**src/rtl/enc_fr_pkg.sv**
```systemverilog
package enc_fr_pkg;
  localparam int NSIG = 4;

  typedef enum logic [1:0] {
    RT_RAW   = 2'd0,
    RT_FILT  = 2'd1,
    RT_SPLIT = 2'd2,
    RT_RSVD  = 2'd3
  } route_e;

  // bit 0 = phase A, bit 1 = phase B, bit 2 = index, bit 3 = home
  typedef struct packed {
    logic home;
    logic idx;
    logic b;
    logic a;
  } enc_sig_t;

  function automatic logic [2:0] status_word(enc_sig_t s);
    return {s.a, s.b, s.idx};
  endfunction
endpackage

```
**src/rtl/enc_sync.sv**
```systemverilog
module enc_sync #(
  parameter int W = 4
) (
  input  logic         clk,
  input  logic         rst_n,
  input  logic [W-1:0] d,
  output logic [W-1:0] q
);
  logic [W-1:0] meta_q;

  always_ff @(posedge clk) begin
    if (!rst_n) begin
      meta_q <= '0;
      q      <= '0;
    end else begin
      meta_q <= d;
      q      <= meta_q;
    end
  end
endmodule

```
**src/rtl/enc_tick.sv**
```systemverilog
module enc_tick #(
  parameter int IW = 8
) (
  input  logic          clk,
  input  logic          rst_n,
  input  logic [IW-1:0] interval,
  output logic          bypass,
  output logic          tick
);
  logic [IW-1:0] cnt_q;
  logic [IW-1:0] last_cnt;

  assign bypass   = (interval == '0);
  assign last_cnt = interval - 1'b1;
  assign tick     = !bypass && (cnt_q >= last_cnt);

  always_ff @(posedge clk) begin
    if (!rst_n)      cnt_q <= '0;
    else if (bypass) cnt_q <= '0;
    else if (tick)   cnt_q <= '0;
    else             cnt_q <= cnt_q + 1'b1;
  end
endmodule

```
**src/rtl/enc_glitch.sv**
```systemverilog
module enc_glitch #(
  parameter int DEPTH = 3
) (
  input  logic clk,
  input  logic rst_n,
  input  logic d,
  input  logic tick,
  input  logic bypass,
  output logic y
);
  logic [DEPTH-1:0] hist_q;
  logic [DEPTH-1:0] hist_nx;
  logic             q_r;
  logic             agree;

  assign hist_nx = {hist_q[DEPTH-2:0], d};
  assign agree   = (&hist_nx) | ~(|hist_nx);
  assign y       = bypass ? d : q_r;

  always_ff @(posedge clk) begin
    if (!rst_n) begin
      hist_q <= '0;
      q_r    <= 1'b0;
    end else if (bypass) begin
      hist_q <= {DEPTH{d}};
      q_r    <= d;
    end else if (tick) begin
      hist_q <= hist_nx;
      if (agree) q_r <= d;
    end
  end
endmodule

```
**src/rtl/enc_route.sv**
```systemverilog
module enc_route
  import enc_fr_pkg::*;
(
  input  logic [1:0] mode,
  input  enc_sig_t   pins,
  input  enc_sig_t   filt,
  output logic [NSIG-1:0] ch
);
  always_comb begin
    unique case (route_e'(mode))
      RT_FILT:  ch = filt;
      RT_SPLIT: ch = {filt.b, filt.b, filt.a, filt.a};
      default:  ch = pins;
    endcase
  end
endmodule

```
**src/rtl/enc_filter_route.sv**
```systemverilog
module enc_filter_route
  import enc_fr_pkg::*;
#(
  parameter int FILT_W     = 8,
  parameter int FILT_DEPTH = 3
) (
  input  logic              clk,
  input  logic              rst_n,
  input  logic              enc_a_i,
  input  logic              enc_b_i,
  input  logic              enc_idx_i,
  input  logic              enc_home_i,
  input  logic [FILT_W-1:0] filt_interval_i,
  input  logic [1:0]        route_mode_i,
  output logic              core_a_o,
  output logic              core_b_o,
  output logic              core_idx_o,
  output logic              core_home_o,
  output logic [3:0]        tmr_ch_o,
  output logic [2:0]        raw_word_o,
  output logic [2:0]        filt_word_o
);
  enc_sig_t pin_v;
  enc_sig_t sync_v;
  enc_sig_t filt_v;
  logic     samp_tick;
  logic     bypass;

  assign pin_v = '{home: enc_home_i, idx: enc_idx_i, b: enc_b_i, a: enc_a_i};

  enc_sync #(.W(NSIG)) u_sync (
    .clk  (clk),
    .rst_n(rst_n),
    .d    (pin_v),
    .q    (sync_v)
  );

  enc_tick #(.IW(FILT_W)) u_tick (
    .clk     (clk),
    .rst_n   (rst_n),
    .interval(filt_interval_i),
    .bypass  (bypass),
    .tick    (samp_tick)
  );

  for (genvar i = 0; i < NSIG; i++) begin : g_filt
    enc_glitch #(.DEPTH(FILT_DEPTH)) u_glitch (
      .clk   (clk),
      .rst_n (rst_n),
      .d     (sync_v[i]),
      .tick  (samp_tick),
      .bypass(bypass),
      .y     (filt_v[i])
    );
  end

  enc_route u_route (
    .mode(route_mode_i),
    .pins(pin_v),
    .filt(filt_v),
    .ch  (tmr_ch_o)
  );

  assign core_a_o    = filt_v.a;
  assign core_b_o    = filt_v.b;
  assign core_idx_o  = filt_v.idx;
  assign core_home_o = filt_v.home;
  assign raw_word_o  = status_word(sync_v);
  assign filt_word_o = status_word(filt_v);
endmodule

```
**config.mk**
```make
export PLATFORM = sky130hd
export DESIGN_NAME = enc_filter_route
export DESIGN_NICKNAME = d
export VERILOG_FILES = /design/src/rtl/enc_fr_pkg.sv /design/src/rtl/enc_sync.sv /design/src/rtl/enc_tick.sv /design/src/rtl/enc_glitch.sv /design/src/rtl/enc_route.sv /design/src/rtl/enc_filter_route.sv
export SDC_FILE = /design/constraint.sdc
export NUM_CORES = 1
export LEC_CHECK = 0
export BUFFER_PORTS_ARGS = -buffer_cell sky130_fd_sc_hd__buf_4
export CAP_MARGIN = 20
export CORE_MARGIN = 3
export CORE_UTILIZATION = 26
export CTS_CLUSTER_DIAMETER = 100
export DETAILED_ROUTE_END_ITERATION = 10
export GPL_ROUTABILITY_DRIVEN = 1
export GPL_TIMING_DRIVEN = 0
export PLACE_DENSITY_LB_ADDON = 0.2
export SKIP_CTS_REPAIR_TIMING = 1
export SKIP_LAST_GASP = 1
export SLEW_MARGIN = 10
export SYNTH_ARGS = -nofsm -noshare
export SYNTH_HDL_FRONTEND = slang
export SYNTH_SLANG_ARGS = --single-unit
```
**constraint.sdc**
```tcl
create_clock -name clk -period 4.95 [get_ports clk]
set_input_delay 0.99 -clock clk [delete_from_list [all_inputs] [get_ports clk]]
set_output_delay 0.99 -clock clk [all_outputs]
set_load 0.05 [all_outputs]
```
==> results.py <==
metrics = {
    "layout": {
        "postLayoutCoreUtil_pct": 33.6,
        "nFillCells": 621,
        "multi_input_area_um2": 953,
        "num_antenna_cells": 0,
        "regArea_um2": 561,
        "area_growth_pct": 23.5,
        "fin_nets": 254,
        "drive_gt1_share_pct": 24.6,
    },
    "routing": {
        "drt_iter0_markers": 79,
        "drt-total-wl_um": 3490,
        "drc_errors": 0,
        "antenna_left": 0,
        "drt_first_pass_iters": 4,
        "via_per_inst": 4.38,
        "routed-via-count": 1309,
        "routedWlPerCell_um": 11.7,
    },
    "logic_synthesis": {
        "synth_ff_type": "dfxtp_1",
        "synth_top_area_cell": "dfxtp_1",
        "synth_area_leaders": "dfxtp_1, ha_1, nand2_1",
        "synthArstFlopShare_pct": 0,
        "synth_edf_count": 0,
        "syn_nets": 220,
        "synth.yosys.warnings": 0,
        "synth_top_area_share_pct": 34.4,
        "synth_cell_types": 34,
        "synth_top_cells_by_count": "dfxtp_1, nand2_1, a21oi_1",
        "netlist_area_um2": 1630,
        "ys_seq_elements": 28,
        "synth_area_per_cell_um2": 8.54,
        "synth_seq_area_share_pct": 34.4,
        "synth_cells": 191,
        "yosysMostFrequentCell": "dfxtp_1",
    },
    "timing": {
        "timing.fmax_mhz": 271,
        "hold_violations": 0,
        "worst_hold_slack_ns": 0.441,
        "fin_tns_setup_ns": 0,
        "rsz0062_at_grt": "no",
        "finalSetupViolCount": 0,
        "clock_skew_ns": 0.00291,
        "max_slew_margin_pct": 69.9,
        "post-route-period-util_pct": 74.4,
        "period_needed_ns": 3.69,
        "setup_slack_ns": 1.26,
        "slew_violations": 0,
        "tightest_slew_ns": 0.451,
    },
    "clock_network": {
        "clkLatencyLatePin_ns": 0.27,
        "cts_tree": "yes",
        "root_buffer": "clkbuf_8",
        "cts.sinks": 28,
        "clk_pin_slew_ns": 0.10,
        "cts_buffers": 3,
        "cts.path.max_buffers": 2,
        "htree_levels": 1,
    },
    "floorplanning": {
        "ios": 30,
        "dieArea_um2": 7260,
        "dieHeight_um": 85.2,
        "coreArea_um2": 5990,
        "fp.dieW_um": 85.2,
        "start_util_pct": 27.2,
        "num_rows": 28,
    },
    "critical_path": {
        "start_kind": "input pin",
        "cp_data_arrival_time_ns": 2.70,
        "critical_path.top_delay_family": "simple AND/OR/NAND/NOR gates",
        "critical_path_class": "in2out",
        "path_common_cell": "buf_4",
        "cp_data_required_time_ns": 3.96,
        "critPathCaptureType": "output port",
        "reg2reg_slack_ns": 2.86,
        "cp_slowest_stage_delay_ns": 0.40,
        "cp_max_fo": 9,
        "critPathSlowestCell": "nor4_4",
        "cp_cell_sequence": "buf_4 > nor4_4 > and3_1 > buf_6 > mux2_4 > a22oi_1 > o21ai_1 > buf_4",
        "cp_num_buf_inv": 3,
    },
    "place": {
        "io_buffers": 29,
        "place_congestion": 0.746,
        "place_ws_ns": 1.25,
        "dp_hpwl_um": 2700,
    },
    "min_path": {
        "hp-class": "reg2reg",
    },
    "global_routing": {
        "grt_remaining_overflow": 0,
        "grt_pass1_vias": 1238,
        "antenna_found_initial": 0,
        "groute.usage.overall_pct": 9.95,
        "grt_first_pass_wirelength_um": 5910,
        "grt_max_degree": 17,
    },
    "pwr": {
        "powerDensity_nw_per_um2": 244,
        "irDropWorstVdd_mv": 0.106,
        "leakage_nw": 0.842,
    },
    "status": {
        "status": "complete, no violations",
    },
    "run": {
        "maxCapViolations": 0,
    },
}
[final timing paths]
| check | endpoint | startpoint | cells after the start |
|---|---|---|---|
| max | tmr_ch_o[2] | filt_interval_i[5] | 8 |
| min | u_sync.q[0]$_SDFF_PN0_ | u_sync.meta_q[0]$_SDFF_PN0_ | 1 |
| max reg2reg | g_filt[0].u_glitch.q_r$_SDFFE_PN0P_ | u_tick.cnt_q[0]$_SDFF_PP0_ | 8 |
| min reg2reg | u_sync.q[0]$_SDFF_PN0_ | u_sync.meta_q[0]$_SDFF_PN0_ | 1 |
[through the flow]
step           area (µm²)  total power, mW  instances
2_1_floorplan        1630            0.289        191
3_3_place_gp         1940            0.317        295
3_5_place_dp         1940            0.317        295
4_1_cts              2010            0.500        299
5_1_grt              2010            0.518        299
6_report             2010            0.492        299
[kinds of logic after synthesis]
group | share of synthesized area, %
AND/OR/NAND/NOR | 21.1
AO/OA/AOI/OAI | 17.7
flip-flops | 34.4
buffers and inverters | 7.21
adder cells (fa/ha/maj) | 9.97
XOR/XNOR | 6.44
multiplexers | 3.22
[cell usage in the layout (no fill, tap or decap), types with 4 or more instances in the layout]
cell	Yosys	layout
a21oi_1	14	14
a31oi_1	4	4
a32o_1	4	4
and2_1	8	8
buf_4	7	36
dfxtp_1	28	28
ha_1	13	13
inv_1	7	7
nand2_1	26	26
nand3_1	7	7
nor2_1	12	12
o21ai_0	13	13
o21ai_1	4	4
or2_2	4	4
xnor2_1	6	6
xor2_1	6	6
[per-layer routing]
layer | share of wire, % | vias up | global-route usage [%]
li1 | - | 723 | -
met1 | 53 | 569 | 14.3
met2 | 44 | 17 | 15.3
met3 | 2.8 | 0 | 2.33
met4 | 0 | 0 | 1.73
met5 | 0 | - | 0
[flip-flops by register name (all words and copies together), names as in the netlist]
register / cells
u_sync.q: 4
u_sync.meta_q: 4
g_filt.u_glitch.q_r: 4
u_tick.cnt_q: 8
g_filt.u_glitch.hist_q: 8
[area by class of cell]
class | instances | area share, %
inverters | 7 | 1.30
clock buffers | 3 | 2.05
multi-input cells | 143 | 47.3
clock inverters | 1 | 1.49
plain buffers | 13 | 4.53
repair buffers | 29 | 10.8
flip-flops and latches | 28 | 27.8
well taps | 75 | 4.66
[power by group]
part | internal, mW | switching, mW | leakage [nW]
registers | 0.231 | 0.00486 | 0.228
clock network | 0.108 | 0.0725 | 0.0357
logic | 0.0324 | 0.0433 | 0.578
Power figures use the tool's default switching activity.
